===== config.mk =====
export PLATFORM = sky130hd
export DESIGN_NAME = nand_cycle_seq
export DESIGN_NICKNAME = d
export VERILOG_FILES = /design/src/rtl/nand_seq_pkg.sv /design/src/rtl/nand_seq_fifo.sv /design/src/rtl/nand_seq_engine.sv /design/src/rtl/nand_seq_status.sv /design/src/rtl/nand_cycle_seq.sv
export SDC_FILE = /design/constraint.sdc
export NUM_CORES = 1
export LEC_CHECK = 0
export BUFFER_PORTS_ARGS = -buffer_cell sky130_fd_sc_hd__buf_2
export CORE_MARGIN = 4
export CORE_UTILIZATION = 55
export CTS_CLUSTER_SIZE = 10
export DETAILED_ROUTE_END_ITERATION = 10
export PLACE_DENSITY = 0.78
export SYNTH_ARGS = -nofsm -noshare
export SYNTH_HDL_FRONTEND = slang
export SYNTH_HIERARCHICAL = 1
export SYNTH_SLANG_ARGS = --single-unit

===== constraint.sdc =====
create_clock -name clk -period 4.5 [get_ports clk]
set_input_delay 0.45 -clock clk [delete_from_list [all_inputs] [get_ports clk]]
set_output_delay 0.45 -clock clk [all_outputs]
set_load 0.02 [all_outputs]

===== src/rtl/nand_seq_pkg.sv =====
package nand_seq_pkg;
  localparam int STW = 13;
  localparam int ST_TXDONE  = 6;
  localparam int ST_RXDONE  = 7;
  localparam int ST_CMDDONE = 9;
  localparam int ST_CMDERR  = 11;

  typedef enum logic [1:0] {
    CY_ADDR = 2'd0,
    CY_CMD  = 2'd1,
    CY_WR   = 2'd2,
    CY_RD   = 2'd3
  } cycle_t;

  typedef enum logic [1:0] {
    S_IDLE = 2'd0,
    S_LOW  = 2'd1,
    S_HIGH = 2'd2,
    S_WAIT = 2'd3
  } seq_state_t;
endpackage


===== src/rtl/nand_seq_fifo.sv =====
module nand_seq_fifo #(
  parameter int W     = 32,
  parameter int DEPTH = 4
) (
  input  logic         clk,
  input  logic         rst_n,
  input  logic         push,
  input  logic [W-1:0] wdata,
  input  logic         pop,
  output logic [W-1:0] rdata,
  output logic         empty,
  output logic         full
);
  localparam int AW = (DEPTH > 1) ? $clog2(DEPTH) : 1;

  logic [W-1:0] mem [DEPTH];
  logic [AW-1:0] wp_q, rp_q;
  logic [AW:0]   cnt_q, cnt_d;
  logic          do_push, do_pop;

  assign empty   = (cnt_q == '0);
  assign full    = (cnt_q == (AW+1)'(DEPTH));
  assign do_push = push && !full;
  assign do_pop  = pop && !empty;
  assign rdata   = mem[rp_q];

  always_comb begin
    cnt_d = cnt_q;
    if (do_push && !do_pop) cnt_d = cnt_q + 1'b1;
    else if (do_pop && !do_push) cnt_d = cnt_q - 1'b1;
  end

  always_ff @(posedge clk or negedge rst_n) begin
    if (!rst_n) begin
      wp_q  <= '0;
      rp_q  <= '0;
      cnt_q <= '0;
    end else begin
      cnt_q <= cnt_d;
      if (do_push) wp_q <= (wp_q == AW'(DEPTH-1)) ? '0 : wp_q + 1'b1;
      if (do_pop)  rp_q <= (rp_q == AW'(DEPTH-1)) ? '0 : rp_q + 1'b1;
    end
  end

  always_ff @(posedge clk) begin
    if (do_push) mem[wp_q] <= wdata;
  end


  pop_nonempty_chk: assert property (@(posedge clk) disable iff (!rst_n)
    pop |-> !empty);

  full_holds_chk: assert property (@(posedge clk) disable iff (!rst_n)
    (full && push && !pop) |=> full);
endmodule


===== src/rtl/nand_seq_engine.sv =====
module nand_seq_engine
  import nand_seq_pkg::*;
#(
  parameter int PW   = 4,
  parameter int LENW = 12
) (
  input  logic           clk,
  input  logic           rst_n,
  input  logic           q_empty,
  input  logic [31:0]    q_data,
  output logic           q_pop,
  input  logic           err_i,
  input  logic [PW-1:0]  strobe_lo,
  input  logic [PW-1:0]  strobe_hi,
  output logic           cle,
  output logic           ale,
  output logic           we_n,
  output logic           re_n,
  output logic [7:0]     dq_out,
  output logic           dq_oe,
  input  logic [7:0]     dq_in,
  input  logic           rb_n,
  input  logic [7:0]     tx_data,
  output logic           tx_pop,
  output logic [7:0]     rx_data,
  output logic           rx_push,
  output logic [STW-1:0] set_vec,
  output logic           irq_set
);
  seq_state_t      state_q, state_d;
  logic [PW-1:0]   cnt_q, cnt_d;
  logic [LENW-1:0] left_q, left_d;
  cycle_t          kind_q, kind_d;
  logic            wfr_q, last_q, iwc_q;
  logic [7:0]      dq_q, dq_d;
  logic            rxp_q;
  logic [7:0]      rxd_q;

  logic start, illegal, launch, low_end, high_end, more, next_byte, finish;
  cycle_t in_kind;

  assign in_kind   = cycle_t'(q_data[17:16]);
  assign illegal   = |q_data[31:20];
  assign start     = (state_q == S_IDLE) && !q_empty && !err_i;
  assign launch    = start && !illegal;
  assign q_pop     = start;
  assign low_end   = (state_q == S_LOW) && (cnt_q == '0);
  assign high_end  = (state_q == S_HIGH) && (cnt_q == '0);
  assign more      = (left_q != '0) && kind_q[1];
  assign next_byte = high_end && more;
  assign finish    = (high_end && !more && !wfr_q) || ((state_q == S_WAIT) && rb_n);
  assign tx_pop    = (launch && in_kind == CY_WR) || (next_byte && kind_q == CY_WR);

  always_comb begin
    state_d = state_q;
    cnt_d   = cnt_q;
    left_d  = left_q;
    kind_d  = kind_q;
    dq_d    = dq_q;
    case (state_q)
      S_IDLE: if (launch) begin
        state_d = S_LOW;
        cnt_d   = strobe_lo;
        kind_d  = in_kind;
        left_d  = in_kind[1] ? q_data[LENW-1:0] : '0;
        dq_d    = (in_kind == CY_WR) ? tx_data : q_data[7:0];
      end
      S_LOW: begin
        if (low_end) begin
          state_d = S_HIGH;
          cnt_d   = strobe_hi;
        end else cnt_d = cnt_q - 1'b1;
      end
      S_HIGH: begin
        if (next_byte) begin
          state_d = S_LOW;
          cnt_d   = strobe_lo;
          left_d  = left_q - 1'b1;
          if (kind_q == CY_WR) dq_d = tx_data;
        end else if (high_end) state_d = wfr_q ? S_WAIT : S_IDLE;
        else cnt_d = cnt_q - 1'b1;
      end
      S_WAIT: if (rb_n) state_d = S_IDLE;
      default: state_d = S_IDLE;
    endcase
  end

  always_ff @(posedge clk or negedge rst_n) begin
    if (!rst_n) begin
      state_q <= S_IDLE;
      cnt_q   <= '0;
      left_q  <= '0;
      kind_q  <= CY_ADDR;
      wfr_q   <= 1'b0;
      last_q  <= 1'b0;
      iwc_q   <= 1'b0;
      dq_q    <= '0;
      rxp_q   <= 1'b0;
      rxd_q   <= '0;
    end else begin
      state_q <= state_d;
      cnt_q   <= cnt_d;
      left_q  <= left_d;
      kind_q  <= kind_d;
      dq_q    <= dq_d;
      if (launch) begin
        wfr_q  <= q_data[19];
        last_q <= q_data[18];
        iwc_q  <= q_data[13];
      end
      rxp_q <= low_end && (kind_q == CY_RD);
      if (low_end && (kind_q == CY_RD)) rxd_q <= dq_in;
    end
  end

  logic busy;
  assign busy    = (state_q == S_LOW) || (state_q == S_HIGH);
  assign cle     = busy && (kind_q == CY_CMD);
  assign ale     = busy && (kind_q == CY_ADDR);
  assign we_n    = !((state_q == S_LOW) && (kind_q != CY_RD));
  assign re_n    = !((state_q == S_LOW) && (kind_q == CY_RD));
  assign dq_oe   = busy && (kind_q != CY_RD);
  assign dq_out  = dq_q;
  assign rx_data = rxd_q;
  assign rx_push = rxp_q;

  always_comb begin
    set_vec = '0;
    set_vec[ST_CMDERR]  = start && illegal;
    set_vec[ST_CMDDONE] = finish && last_q;
    set_vec[ST_TXDONE]  = finish && (kind_q == CY_WR);
    set_vec[ST_RXDONE]  = finish && (kind_q == CY_RD);
  end
  assign irq_set = finish && iwc_q;


  latch_excl_chk: assert property (@(posedge clk) disable iff (!rst_n)
    !(cle && ale));

  strobe_excl_chk: assert property (@(posedge clk) disable iff (!rst_n)
    !(!we_n && !re_n));

  no_contention_chk: assert property (@(posedge clk) disable iff (!rst_n)
    !re_n |-> !dq_oe);

  ready_wait_chk: assert property (@(posedge clk) disable iff (!rst_n)
    (state_q == S_WAIT && !rb_n) |=> (state_q == S_WAIT));

  halt_on_error_chk: assert property (@(posedge clk) disable iff (!rst_n)
    err_i |-> !q_pop);
endmodule


===== src/rtl/nand_seq_status.sv =====
module nand_seq_status
  import nand_seq_pkg::*;
(
  input  logic           clk,
  input  logic           rst_n,
  input  logic [STW-1:0] set_vec,
  input  logic           irq_set,
  input  logic           clr_wr,
  input  logic [STW-1:0] clr_wdata,
  output logic [STW-1:0] status,
  output logic           irq
);
  logic [STW-1:0] st_q, st_d, clr_mask;
  logic           irq_q, irq_d;

  assign clr_mask = clr_wr ? clr_wdata : '0;

  always_comb begin
    st_d  = (st_q & ~clr_mask) | set_vec;
    irq_d = (irq_q & ~clr_mask[ST_CMDDONE]) | irq_set;
  end

  always_ff @(posedge clk or negedge rst_n) begin
    if (!rst_n) begin
      st_q  <= '0;
      irq_q <= 1'b0;
    end else begin
      st_q  <= st_d;
      irq_q <= irq_d;
    end
  end

  assign status = st_q;
  assign irq    = irq_q;


  sticky_bits_chk: assert property (@(posedge clk) disable iff (!rst_n)
    1'b1 |=> ((($past(status) & ~$past(clr_mask)) & ~status) == '0));

  irq_sticky_chk: assert property (@(posedge clk) disable iff (!rst_n)
    (irq && !clr_mask[ST_CMDDONE]) |=> irq);
endmodule


===== src/rtl/nand_cycle_seq.sv =====
module nand_cycle_seq
  import nand_seq_pkg::*;
#(
  parameter int QDEPTH = 4,
  parameter int PW     = 4,
  parameter int LENW   = 12
) (
  input  logic           clk,
  input  logic           rst_n,
  input  logic           cmd_wr,
  input  logic [31:0]    cmd_wdata,
  output logic           cmd_full,
  input  logic           clr_wr,
  input  logic [STW-1:0] clr_wdata,
  output logic [STW-1:0] status,
  output logic           irq,
  input  logic [PW-1:0]  strobe_lo,
  input  logic [PW-1:0]  strobe_hi,
  output logic           cle,
  output logic           ale,
  output logic           we_n,
  output logic           re_n,
  output logic [7:0]     dq_out,
  output logic           dq_oe,
  input  logic [7:0]     dq_in,
  input  logic           rb_n,
  input  logic [7:0]     tx_data,
  output logic           tx_pop,
  output logic [7:0]     rx_data,
  output logic           rx_push
);
  logic           q_empty, q_pop, irq_set;
  logic [31:0]    q_data;
  logic [STW-1:0] set_vec;

  nand_seq_fifo #(.W(32), .DEPTH(QDEPTH)) u_fifo (
    .clk(clk), .rst_n(rst_n), .push(cmd_wr), .wdata(cmd_wdata),
    .pop(q_pop), .rdata(q_data), .empty(q_empty), .full(cmd_full)
  );

  nand_seq_engine #(.PW(PW), .LENW(LENW)) u_engine (
    .clk(clk), .rst_n(rst_n), .q_empty(q_empty), .q_data(q_data), .q_pop(q_pop),
    .err_i(status[ST_CMDERR]), .strobe_lo(strobe_lo), .strobe_hi(strobe_hi),
    .cle(cle), .ale(ale), .we_n(we_n), .re_n(re_n), .dq_out(dq_out), .dq_oe(dq_oe),
    .dq_in(dq_in), .rb_n(rb_n), .tx_data(tx_data), .tx_pop(tx_pop),
    .rx_data(rx_data), .rx_push(rx_push), .set_vec(set_vec), .irq_set(irq_set)
  );

  nand_seq_status u_status (
    .clk(clk), .rst_n(rst_n), .set_vec(set_vec), .irq_set(irq_set),
    .clr_wr(clr_wr), .clr_wdata(clr_wdata), .status(status), .irq(irq)
  );
endmodule


Yosys cells after proc, flatten, opt, wreduce, memory -nomap -nowiden
Memory sizes are Yosys's and may differ from the RTL's.
Cells that the tools add are included.
{"block": "totals", "mem_bits_rw": 128, "output_inout_bits": 38, "in_bits": 74, "regBits": 61, "word_cells": 128, "mem_count": 1}
{"memory": "u_fifo.mem", "depth": 4, "width": 32, "read_ports": 1, "rd_clocked_by_memory_dff": 0, "write_ports": 1, "line": "nand_seq_fifo.sv:16", "rtl": "logic [W-1:0] mem [DEPTH];"}
{"block": "classes", "reduce_logical": 54, "addsub": 6, "n_eq_ne": 18, "mux": 28, "n_bitwise": 6}
{"cell": "12-bit two-way mux", "count": 3}
{"cell": "8-bit two-way mux", "count": 4}
{"cell": "1-bit logical AND", "count": 27}
{"cell": "12-bit case mux with 2 select lines", "count": 1}
{"cell": "2-bit two-way mux", "count": 8}
{"cell": "4-bit two-way mux", "count": 4}
{"cell": "8-bit case mux with 2 select lines", "count": 1}
{"cell": "2-bit == test, second input constant", "count": 7}
{"cell": "13-bit AND", "count": 1}
{"cell": "13-bit two-way mux", "count": 1}
{"cell": "13-bit NOT", "count": 1}
{"cell": "13-bit by 12-bit OR with 13-bit output", "count": 1}
{"cell": "4-bit case mux with 3 select lines", "count": 1}
{"cell": "12-bit nonzero test", "count": 1}
{"cell": "12-bit OR reduction", "count": 1}
{"cell": "12-bit by 1-bit subtractor with 12-bit output, second input constant", "count": 1}
{"cell": "1-bit zero test", "count": 10}
{"cell": "2-bit case mux with 4 select lines", "count": 1}
{"cell": "4-bit AND reduction", "count": 2}
{"cell": "3-bit two-way mux", "count": 2}
{"cell": "2-bit by 1-bit != test with 1-bit output, second input constant", "count": 3}
{"cell": "2-bit != test, second input constant", "count": 3}
{"cell": "3-bit AND reduction", "count": 2}
{"cell": "2-bit by 1-bit adder with 2-bit output, second input constant", "count": 2}
{"cell": "18 further kinds", "count": 24}

Longest topological paths before layout
Gate-level depths: netlist of the first run.
{"block": "logic_depth", "ltp_word": 8, "ltp_mapped": 10, "ltp_nobuf": 10}

Hierarchy
The synthesis of the first run kept the hierarchy.
{"module": "nand_seq_fifo", "cells_each": 205, "seq_area_each_um2": 4018.9, "instances": 1, "area_each_um2": 5084.9}
{"module": "nand_seq_engine", "cells_each": 300, "seq_area_each_um2": 1001.0, "instances": 1, "area_each_um2": 2727.6}
{"module": "nand_seq_status", "cells_each": 42, "seq_area_each_um2": 350.3, "instances": 1, "area_each_um2": 515.5}

Worst setup path before layout of the first run
OpenSTA, ideal clock, no wires.
{"block": "synth_path", "path_kind": "register to output", "from": "register u_fifo.rp_q[0]", "to": "output tx_pop", "required_time_ns": 4.050, "path_slack_ns": 1.781, "t_arrival_ns": 2.269, "path_stages_with_launch": 8, "path_buffers": 3, "path_cell_list": "dfrtp_1 -> buf_6 -> buf_6 -> mux4_2 -> nor4_1 -> and4_1 -> clkbuf_1 -> a31o_1"}
{"block": "synth_via", "elab_chain_cells": 6}
{"element": "start: declaration", "line": "nand_seq_fifo.sv:17", "rtl": "logic [AW-1:0] wp_q, rp_q;"}
{"element": "start signal: assignment", "line": "nand_seq_fifo.sv:41", "rtl": "if (do_pop) rp_q <= (rp_q == AW'(DEPTH-1)) ? '0 : rp_q + 1'b1;"}
{"element": "memory 4 x 32 bit"}
{"element": "named net q_data[29]", "line": "nand_cycle_seq.sv:33", "rtl": "logic [31:0] q_data;"}
{"element": "12-bit OR reduction", "line": "nand_seq_engine.sv:43", "rtl": "assign illegal = |q_data[31:20];"}
{"element": "1-bit zero test", "line": "nand_seq_engine.sv:45", "rtl": "assign launch = start && !illegal;"}
{"element": "1-bit logical AND", "line": "nand_seq_engine.sv:45"}
{"element": "1-bit logical AND", "line": "nand_seq_engine.sv:52", "rtl": "assign tx_pop = (launch && in_kind == CY_WR) || (next_byte && kind_q == CY_WR);"}
{"element": "1-bit logical OR", "line": "nand_seq_engine.sv:52"}
{"element": "end: declaration", "line": "nand_cycle_seq.sv:28", "rtl": "output logic tx_pop,"}
The timed path passes the listed nets, and every way through them passes these cells.

Final worst setup path of the first run
{"block": "layout_path", "from": "register u_fifo.rp_q[1]", "to": "output tx_pop"}
Same word-level chain as after synthesis.

==> metrics.md, run 1 <==
| Metric | Value |
|---|---|
| Clock tree buffer depth | 2 |
| F_max | 269 MHz |
| Top delay family on crit path | simple AND/OR/NAND/NOR gates |
| Synthesis-to-layout area growth | 15.7% |
| Row count | 43 |
| Commonest non-fill, non-tap cell in the layout | edfxtp_1 |
| Filler cell count in the final layout | 1014 |
| Most frequent cells in the layout | edfxtp_1, buf_2, dfrtp_1, nand2_1, mux4_2 |
| Drt first-iter violations | 338 |
| Final setup vio count | 0 |
| Share of layout cells above drive strength 1 | 32.7% |
| Register-to-register setup slack | 1070 ps |
| Max-slew violations | 0 |
| Peak supply drop | 0.476 mV |
| First-pass GRT wire length | 25500 um |
| Mean Syn Cell Area | 14.8 sq um |
| Residual DRC count | 0 |
| Cell count after synthesis | 532 |
| Worst reg-to-reg path cell count | 7 |
| Power, Total | 5.84 mW |
| Worst-path cell chain | mux4_2 > nor4_1 > and4_1 > buf_4 > a31o_1 > buf_2 |
| Multi-input gate area | 2650 sq um |
| Worst-Margin Slew | 880 ps |
| Vias per cell | 5.79 |
| Clk_lat worst skew | 430 ps |
| Max-slew headroom | 41.3% |
| Antenna Cells | 0 |
| Setup crit start | u_fifo/rp_q[1] |
| DRT Wirelength | 15600 um |
| Core Footprint | 14000 sq um |
| Vias in the first global route | 4934 |
| Yosys warnings | 6 |
| CP arrival | 3270 ps |
| Post-route insts no fill | 834 |
| RSZ-0062 raised after global routing | no |
| Final Hold Fails | 0 |
| Cts hold-fix bufs | 0 |
| CTS tree | built |
| Num Clock Sinks | 177 |
| Via count of the routed design | 4828 |
| Final TNS setup | 0 ps |
| Initial antenna violation count | 0 |
| Final period util | 82.7% |
| Clk slew on worst S/H paths | 70 ps |
| Post-CTS Setup Inserts | 0 |
| Mapped Area | 7900 sq um |
| Routability cong. | 0.857 |
| Crit path required time | 4050 ps |
| CP endpoint kind | output pin |
| Buf+Inv Stages, Crit Path | 2 |
| Root Buffer | clkbuf_16 |
| Ports | 112 |
| Crit path depth | 6 |
| Routed Antenna Nets | 0 |
| Outcome | complete, no violations |
| Slowest CP cell | dfrtp_1 |
| H-tree Lvls | 4 |
| DR pass1 iterations | 5 |
| Power per Cell Area | 640 nW/um^2 |
| Reg2reg start | u_fifo/rp_q[1] |
| Hpwl dp | 10700 um |
| Kind of critical path | flip-flop to output pin |
| Critical path peak fanout | 19 |
| Class of the worst hold path | primary input to async pin |
| CP peak stage delay | 920 ps |
| Startpoint types | flip-flop |
| # nets final | 730 |
| MaxCap Viol Count | 0 |
| Reg area | 5010 sq um |
| Leak Pwr | 3.61 nW |
| Total CTS buffers | 17 |
| Remaining Overflow, GRT | 0 |
| Die H | 128 um |
| Die width | 128 um |
| Min Tclk post-route | 3720 ps |
| Placed Cells | 802 |
| Worst Skew | 9.00 ps |
| PortBufs | 108 |
| Tot GR Track Use | 20.3% |
| Wire per inst | 18.7 um |
| Largest net degree at the start of global routing | 62 |
| CTS resizes | 0 |
| Initial Utilization | 56.5% |
| Die Area | 16300 sq um |
cell type report:
type                       instances  share of cell area (%)
clock buffer                      17                    4.66
clock inverter                    15                    1.85
inverter                          15                   0.616
multi-input combinational        314                    29.0
sequential                       177                    54.8
tap                              180                    2.46
timing repair buffer             116                    6.57
worst paths after layout:
kind,to
hold / removal,u_status/irq
setup reg to reg,u_engine/cnt_q[3]
setup / recovery,tx_pop
max in group asynchronous,u_fifo/rp_q[0]
hold reg to reg,u_engine/last_q
min in group clk,u_fifo/mem[2][30]
report_power, final:
part           switching, mW  total (mW)  internal, mW
clock network          0.660        1.45         0.790
logic                   1.10        2.00         0.898
registers              0.265        2.40          2.13
total                   2.02        5.84          3.82
per-stage QoR:
| stage | instance area (sq um) | setup slack [ps] | hold slack [ps] | utilization [%] |
|---|---|---|---|---|
| floorplan | 7930 | 1800 | 154 | - |
| global placement | 8540 | 1240 | 453 | 61.1 |
| detailed placement | 8540 | 1080 | 457 | 61.1 |
| CTS | 9140 | 746 | 192 | 65.3 |
| global route | 9140 | 570 | 213 | 65.3 |
| finish | 9140 | 779 | 180 | 65.3 |
state kept, by name (all words and copies together) (netlist names), 3 cells and up:
register          flops
u_engine/left_q      12
u_engine/dq_out       8
u_fifo/mem          116
u_engine/rx_data      8
u_fifo/cnt_q          3
u_status/status      13
u_engine/cnt_q        4
routing by layer:
| layer | GRT usage (%) | wire length, um | vias up |
|---|---|---|---|
| li1 | - | - | 2239 |
| met3 | 5.71 | 1200 | 14 |
| met4 | 6.18 | 178 | 0 |
| met5 | 0 | 0 | - |
| met2 | 34.2 | 7810 | 198 |
| met1 | 25.8 | 6410 | 2377 |
Note: power is estimated with default switching activity, not from simulation.
==> run 2: changes to the inputs <==
clock period = 3.64 ns   (was 4.5 ns; I/O delays follow)
==> run 2 against run 1 <==
Against the previous run: register-to-register slack worse by 620 ps; cell area is 0.14% lower; highest routed layer unchanged; wire length is 3.8% higher; global-route usage is 0.44 points higher; setup slack worse by 370 ps; sequential cell count stayed put; clock-buffer cell count is 2 higher; combinational power is 29% higher; largest power group unchanged; clock skew hardly changed.
==> metrics.md, run 2 (synthesized netlist as in run 1, its figures left out) <==
| Metric | Value |
|---|---|
| Routability cong. | 0.889 (+3.8%) |
| Hold Path Sink | u_fifo/mem[0][25] |
| First-pass GRT wire length | 26000 um (+2.1%) |
| Final TNS setup | 0 ps (unchanged) |
| Clock Power Share | 23.3% (-1.5 points) |
| Via count of the routed design | 4862 (+0.70%) |
| Min Tclk post-route | 3230 ps |
| Num Clock Sinks | 177 (unchanged) |
| RR Endpoint | u_engine/left_q[1] |
| Max-slew violations | 0 (unchanged) |
| Int Pwr | 4.72 mW (+24%) |
| Min Hold Slack | 153 ps (-27.1 ps) |
| P_sw | 2.47 mW (+22%) |
| Number of flip-flops in the largest register | 116 (unchanged) |
| Logic gate share of total power | 36.0% (+1.8 points) |
| DR pass1 iterations | 5 (unchanged) |
| Hpwl dp | 11200 um (+4.9%) |
| M1 GR Usage | 26.4% (+0.59 points) |
| Synthesis-to-layout area growth | 15.5% |
| Ports | 112 (unchanged) |
| Critical path peak fanout | 13 (-6) |
| Biggest register | u_fifo/mem |
| Initial antenna violation count | 0 (unchanged) |
| Initial Utilization | 56.5% (unchanged) |
| # nets final | 735 (+0.68%) |
| Commonest non-fill, non-tap cell in the layout | edfxtp_1 |
| Worst-Margin Slew | 843 ps (-37.4 ps) |
| Hold path cells | 1 |
| Cts hold-fix bufs | 1 (+1) |
| RSZ-0062 raised after global routing | no |
| Hold Crit Start | cmd_wdata[25] |
| Final Hold Fails | 0 (unchanged) |
| Worst Skew | 8.62 ps (-0.379 ps) |
| Most frequent cells in the layout | edfxtp_1, buf_2, dfrtp_1, nand2_1, mux4_2 |
| Antenna Cells | 0 (unchanged) |
| Top Usage Layer GRT | met2 |
| Kind of critical path | flip-flop to output pin |
| Drt first-iter violations | 425 (+26%) |
| Total CTS buffers | 17 (unchanged) |
| Crit path required time | 3280 ps (-770 ps) |
| Reg power frac | 40.7% (-0.3 points) |
| Die width | 128 um (unchanged) |
| Row count | 43 (unchanged) |
| H-tree Lvls | 4 (unchanged) |
| Leak Pwr | 3.61 nW (-0.12%) |
| Core Footprint | 14000 sq um (unchanged) |
| Clock tree buffer depth | 2 (unchanged) |
| Tot GR Track Use | 20.7% (+0.44 points) |
| Clk slew on worst S/H paths | 60 ps (about the same) |
| Largest net degree at the start of global routing | 37 (-40%) |
| Share of layout cells above drive strength 1 | 32.7% (about the same) |
| Die H | 128 um (unchanged) |
| PortBufs | 108 (unchanged) |
| Met3 usage | 5.83% (+0.13 points) |
| Reg2reg start | u_fifo/rp_q[0] |
| CTS tree | built |
| Remaining Overflow, GRT | 0 (unchanged) |
| DRT Wirelength | 16200 um (+3.8%) |
| MaxCap Viol Count | 0 (unchanged) |
| Outcome | complete, no violations |
| Wire per inst | 19.3 um (+3.4%) |
| Power, Total | 7.19 mW (+23%) |
| Routed Antenna Nets | 0 (unchanged) |
| Sw Share | 34.3% (-0.29 points) |
| CP endpoint kind | output pin |
| Peak supply drop | 0.509 mV (+6.8%) |
| Power per Cell Area | 788 nW/um^2 (+23%) |
| Post-CTS Setup Inserts | 0 (unchanged) |
| Final period util | 88.7% |
| Clk_lat worst skew | 420 ps (about the same) |
| Vias in the first global route | 5002 (+1.4%) |
| Register-to-register setup slack | 450 ps (-620 ps) |
| Vias per cell | 5.81 (+0.34%) |
| F_max | 310 MHz |
| Max-slew headroom | 43.8% (+2.5 points) |
| Startpoint types | flip-flop |
| Worst reg-to-reg path cell count | 8 (+1) |
| Global Route met2 Usage | 35.0% (+0.80 points) |
| Die Area | 16300 sq um (unchanged) |
| CTS resizes | 0 (unchanged) |
| Class of the worst hold path | primary input to flip-flop |
| Root Buffer | clkbuf_16 |
| Final setup vio count | 0 (unchanged) |
| CP arrival | 2860 ps (-410 ps) |
| Residual DRC count | 0 (unchanged) |
run 2: cell count changes in the layout (fill, tap and decap cells not counted):
cell and delta:
and2_1 -1, and2_2 +1, buf_4 +4, clkbuf_1 +2, clkinv_8 -2, clkinvlp_2 +1
dlygate4sd3_1 +1, inv_8 -3
run 2: cell type report:
cell class | instances | area, sq um
repair buffers | 121 | 641
clock inverters | 11 | 108
multi-input cells | 314 | 2650
clock buffers | 19 | 433
well taps | 180 | 225
fillers | 1035 | 4860
flip-flops and latches | 177 | 5010
inverters | 15 | 56.3
run 2: worst max path at each step:
| stage | cells after the start | to | from | slack (ps) |
|---|---|---|---|---|
| finish | 6 | tx_pop | u_fifo/rp_q[0] | 410 |
| global route | 6 | tx_pop | u_fifo/rp_q[0] | 140 |
| CTS | 6 | tx_pop | u_fifo/rp_q[0] | 400 |
| detailed placement | 8 | u_engine/left_q[1] | u_fifo/rp_q[0] | 490 |
| global placement | 8 | u_engine/left_q[0] | u_fifo/rp_q[0] | 530 |
| floorplan | 9 | u_engine/left_q[0] | u_fifo/rp_q[0] | 960 |
run 2: power groups by stage:
stage                     Sequential, mW  Clock (mW)  Combinational (mW)
after floorplan                     2.93           0                1.90
after global placement              2.92           0                2.47
after detailed placement            2.96           0                2.57
after CTS                           2.92        1.71                2.59
after global routing                2.97        1.81                2.83
final                               2.92        1.68                2.59
run 2: metrics by stage:
stage               worst slack [ps]  utilization (%)  instances  area (sq um)
floorplan                        956                -        540          7930
global placement                 528             61.3        806          8570
detailed placement               493             61.3        806          8570
CTS                              398             65.2        837          9130
global route                     144             65.2        837          9130
finish                           411             65.2        837          9130
run 2: per-layer routing:
| metal | wire, um | vias up |
|---|---|---|
| li1 | - | 2242 |
| met3 | 1260 | 29 |
| met4 | 275 | 0 |
| met5 | 0 | - |
| met2 | 7990 | 209 |
| met1 | 6650 | 2382 |
run 2: worst max-delay path, cell delays in order, from the launching register on:
cell and delay (ps):
dfrtp_2 370, buf_4 280, mux4_2 530, nor4_1 520, and4_1 350, a31o_1 210, buf_2 180
==> run 3: changes to the inputs <==
BUFFER_PORTS_ARGS = unset   (was -buffer_cell sky130_fd_sc_hd__buf_2)
CAP_MARGIN = 20   (was unset)
DONT_BUFFER_PORTS = 1   (was unset)
PLACE_DENSITY = 0.74   (was 0.78)
clock period = 2.7 ns   (was 3.64 ns; I/O delays follow)
==> run 3 against run 2 <==
Against the previous run: the run now ends with negative setup slack left; clock-buffer cell count down 1; cell area up 4.3%; global-route usage down 0.28 points; clock skew up 4.5 ps; combinational power up 54%; sequential power up 38%; wire length up 3.6%; non-clock buffer count down 35; critical path type is now flip-flop to flip-flop; critical endpoint is now u_engine/cnt_q[3]; highest routed layer unchanged.
==> metrics.md, run 3 (synthesized netlist as in run 1, its figures left out) <==
| Metric | Value |
|---|---|
| Outcome | complete, but fails checks |
| Violated checks | negative setup slack |
| Largest net degree at the start of global routing | 62 (+68%) |
| F_max | 357 MHz |
| Most frequent cells in the layout | edfxtp_1, dfrtp_1, nand2_1, buf_4, dlygate4sd3_1 |
| Startpoint types | flip-flop |
| Tot GR Track Use | 20.5% (-0.28 points) |
| Worst Slack Setup Final | -104 ps (-515 ps) |
| M1 GR Usage | 26.5% (+0.062 points) |
| Reg2reg start | u_fifo/rp_q[0] |
| Initial Utilization | 56.5% (unchanged) |
| Min Tclk post-route | 2800 ps |
| Top Usage Layer GRT | met2 |
| Worst-path cell chain | buf_6 > buf_12 > mux4_2 > nor4_4 > buf_4 > nand4_1 > buf_6 > a221o_2 > a41oi_2 > a32oi_1 |
| Max-slew violations | 0 (unchanged) |
| Share of layout cells above drive strength 1 | 27.2% (-5.5 points) |
| Hold Crit Start | strobe_lo[3] |
| Num Clock Sinks | 177 (unchanged) |
| Core Footprint | 14000 sq um (unchanged) |
| Clock tree buffer depth | 2 (unchanged) |
| Post-route insts no fill | 805 (-3.8%) |
| Clk_lat worst skew | 430 ps (about the same) |
| Final Hold Fails | 0 (unchanged) |
| Global Route met2 Usage | 33.7% (-1.3 points) |
| Die H | 128 um (unchanged) |
| Ports | 112 (unchanged) |
| Vias in the first global route | 4875 (-2.5%) |
| Peak supply drop | 0.595 mV (+17%) |
| CP peak stage delay | 510 ps (-20 ps) |
| Final setup vio count | 5 (+5) |
| Placed Cells | 723 (-10%) |
| Root Buffer | clkbuf_16 |
| First-pass GRT wire length | 25800 um (-0.98%) |
| RSZ-0062 raised after global routing | yes |
| Leak Pwr | 3.61 nW (about the same) |
| # nets final | 700 (-4.8%) |
| PortBufs | 0 (-100%) |
| Setup crit start | u_fifo/rp_q[0] |
| Filler cell count in the final layout | 933 (-9.9%) |
| Max-slew headroom | 57.4% (+14 points) |
| Die Area | 16300 sq um (unchanged) |
| Kind of critical path | flip-flop to flip-flop |
| H-tree Lvls | 4 (unchanged) |
| Cell mode on critical path | buf_6 |
| Hpwl dp | 10900 um (-3.3%) |
| Routed Antenna Nets | 0 (unchanged) |
| Wire per inst | 20.8 um (+7.7%) |
| DR pass1 iterations | 5 (unchanged) |
| Class of the worst hold path | primary input to flip-flop |
| Worst Skew | 13.2 ps (+4.55 ps) |
| Die width | 128 um (unchanged) |
| Remaining Overflow, GRT | 0 (unchanged) |
| Power, Total | 10.5 mW (+45%) |
| Buf+Inv Stages, Crit Path | 4 (+2) |
| Final period util | 104% |
| Clk slew on worst S/H paths | 70 ps (about the same) |
| Drt first-iter violations | 347 (-18%) |
| Slowest CP cell | mux4_2 |
| Met3 usage | 4.75% (-1.1 points) |
| CP endpoint kind | flip-flop |
| Routability cong. | 0.896 (+0.78%) |
| Via count of the routed design | 4787 (-1.5%) |
| Initial antenna violation count | 1 (+1) |
| CP arrival | 3100 ps (+240 ps) |
| Residual DRC count | 0 (unchanged) |
| Row count | 43 (unchanged) |
| Power per Cell Area | 1100 nW/um^2 (+39%) |
| DRT Wirelength | 16800 um (+3.6%) |
| Biggest register | u_fifo/mem |
| Top delay family on crit path | compound AO/OA/AOI/OAI gates |
| Synthesis-to-layout area growth | 20.4% |
| Crit path required time | 3000 ps (-280 ps) |
| Critical path peak fanout | 8 (-5) |
| Commonest non-fill, non-tap cell in the layout | edfxtp_1 |
| Worst-Margin Slew | 634 ps (-209 ps) |
| CTS tree | built |
| Number of flip-flops in the largest register | 116 (unchanged) |
| MaxCap Viol Count | 0 (unchanged) |
| Vias per cell | 5.95 (+2.4%) |
| Total CTS buffers | 17 (unchanged) |
run 3: per-layer routing:
| layer | wire length [um] | vias to the layer above | part of all wire (%) |
|---|---|---|---|
| met5 | 0 | - | 0 |
| met4 | 312 | 0 | 1.9 |
| li1 | - | 2173 | - |
| met1 | 6770 | 2380 | 40 |
| met2 | 8450 | 208 | 50 |
| met3 | 1230 | 26 | 7.3 |
run 3: path summary, 6_finish.rpt:
| kind | endpoint | slack [ps] | cells after the start |
|---|---|---|---|
| worst min-delay path | u_engine/cnt_q[3] | 20 | 2 |
| worst max register to register | u_engine/cnt_q[3] | -100 | 10 |
| worst min register to register | u_engine/last_q | 470 | 2 |
| worst max-delay path | u_engine/cnt_q[3] | -100 | 10 |
| max in group asynchronous | u_engine/left_q[1] | 2050 | 2 |
| min in group asynchronous | u_status/status[9] | 370 | 2 |
run 3: cell type report:
class | count | area (sq um) | share of cell area (%)
sequential | 177 | 5010 | 52.7
inverter | 15 | 56.3 | 0.592
clock inverter | 14 | 146 | 1.54
timing repair buffer | 86 | 805 | 8.45
tap | 180 | 225 | 2.37
multi-input combinational | 314 | 2840 | 29.8
clock buffer | 18 | 429 | 4.51
antenna | 1 | 2.50 | 0.0263
run 3: repair_timing:
item | in CTS | in global routing
endpoints found under the setup margin | 24 | 25
hold buffers | 39 | 0
pin swaps | 4 | 9
gates resized for setup | 17 | 30
hold endpoints to repair | 185 | 0
buffers inserted | 6 | 4
run 3: stage by stage:
step	TNS [ps]	util, %	setup WS, ps	hold WS, ps	cell area, sq um
after global routing	-1150	68.0	-196	5.06	9520
after detailed placement	-2380	58.8	-212	-24.1	8230
after global placement	-1810	58.8	-178	-24.0	8230
after floorplan	0	-	16.0	-25.6	7930
after CTS	-83.9	66.8	-36.2	1.72	9340
final	-299	68.0	-104	18.9	9520
run 3: report_power, final:
| part | leakage [nW] | internal [mW] | switching [mW] |
|---|---|---|---|
| logic | 1.53 | 1.91 | 2.10 |
| registers | 1.80 | 3.55 | 0.492 |
| clock network | 0.276 | 1.31 | 1.09 |
| total | 3.61 | 6.77 | 3.68 |
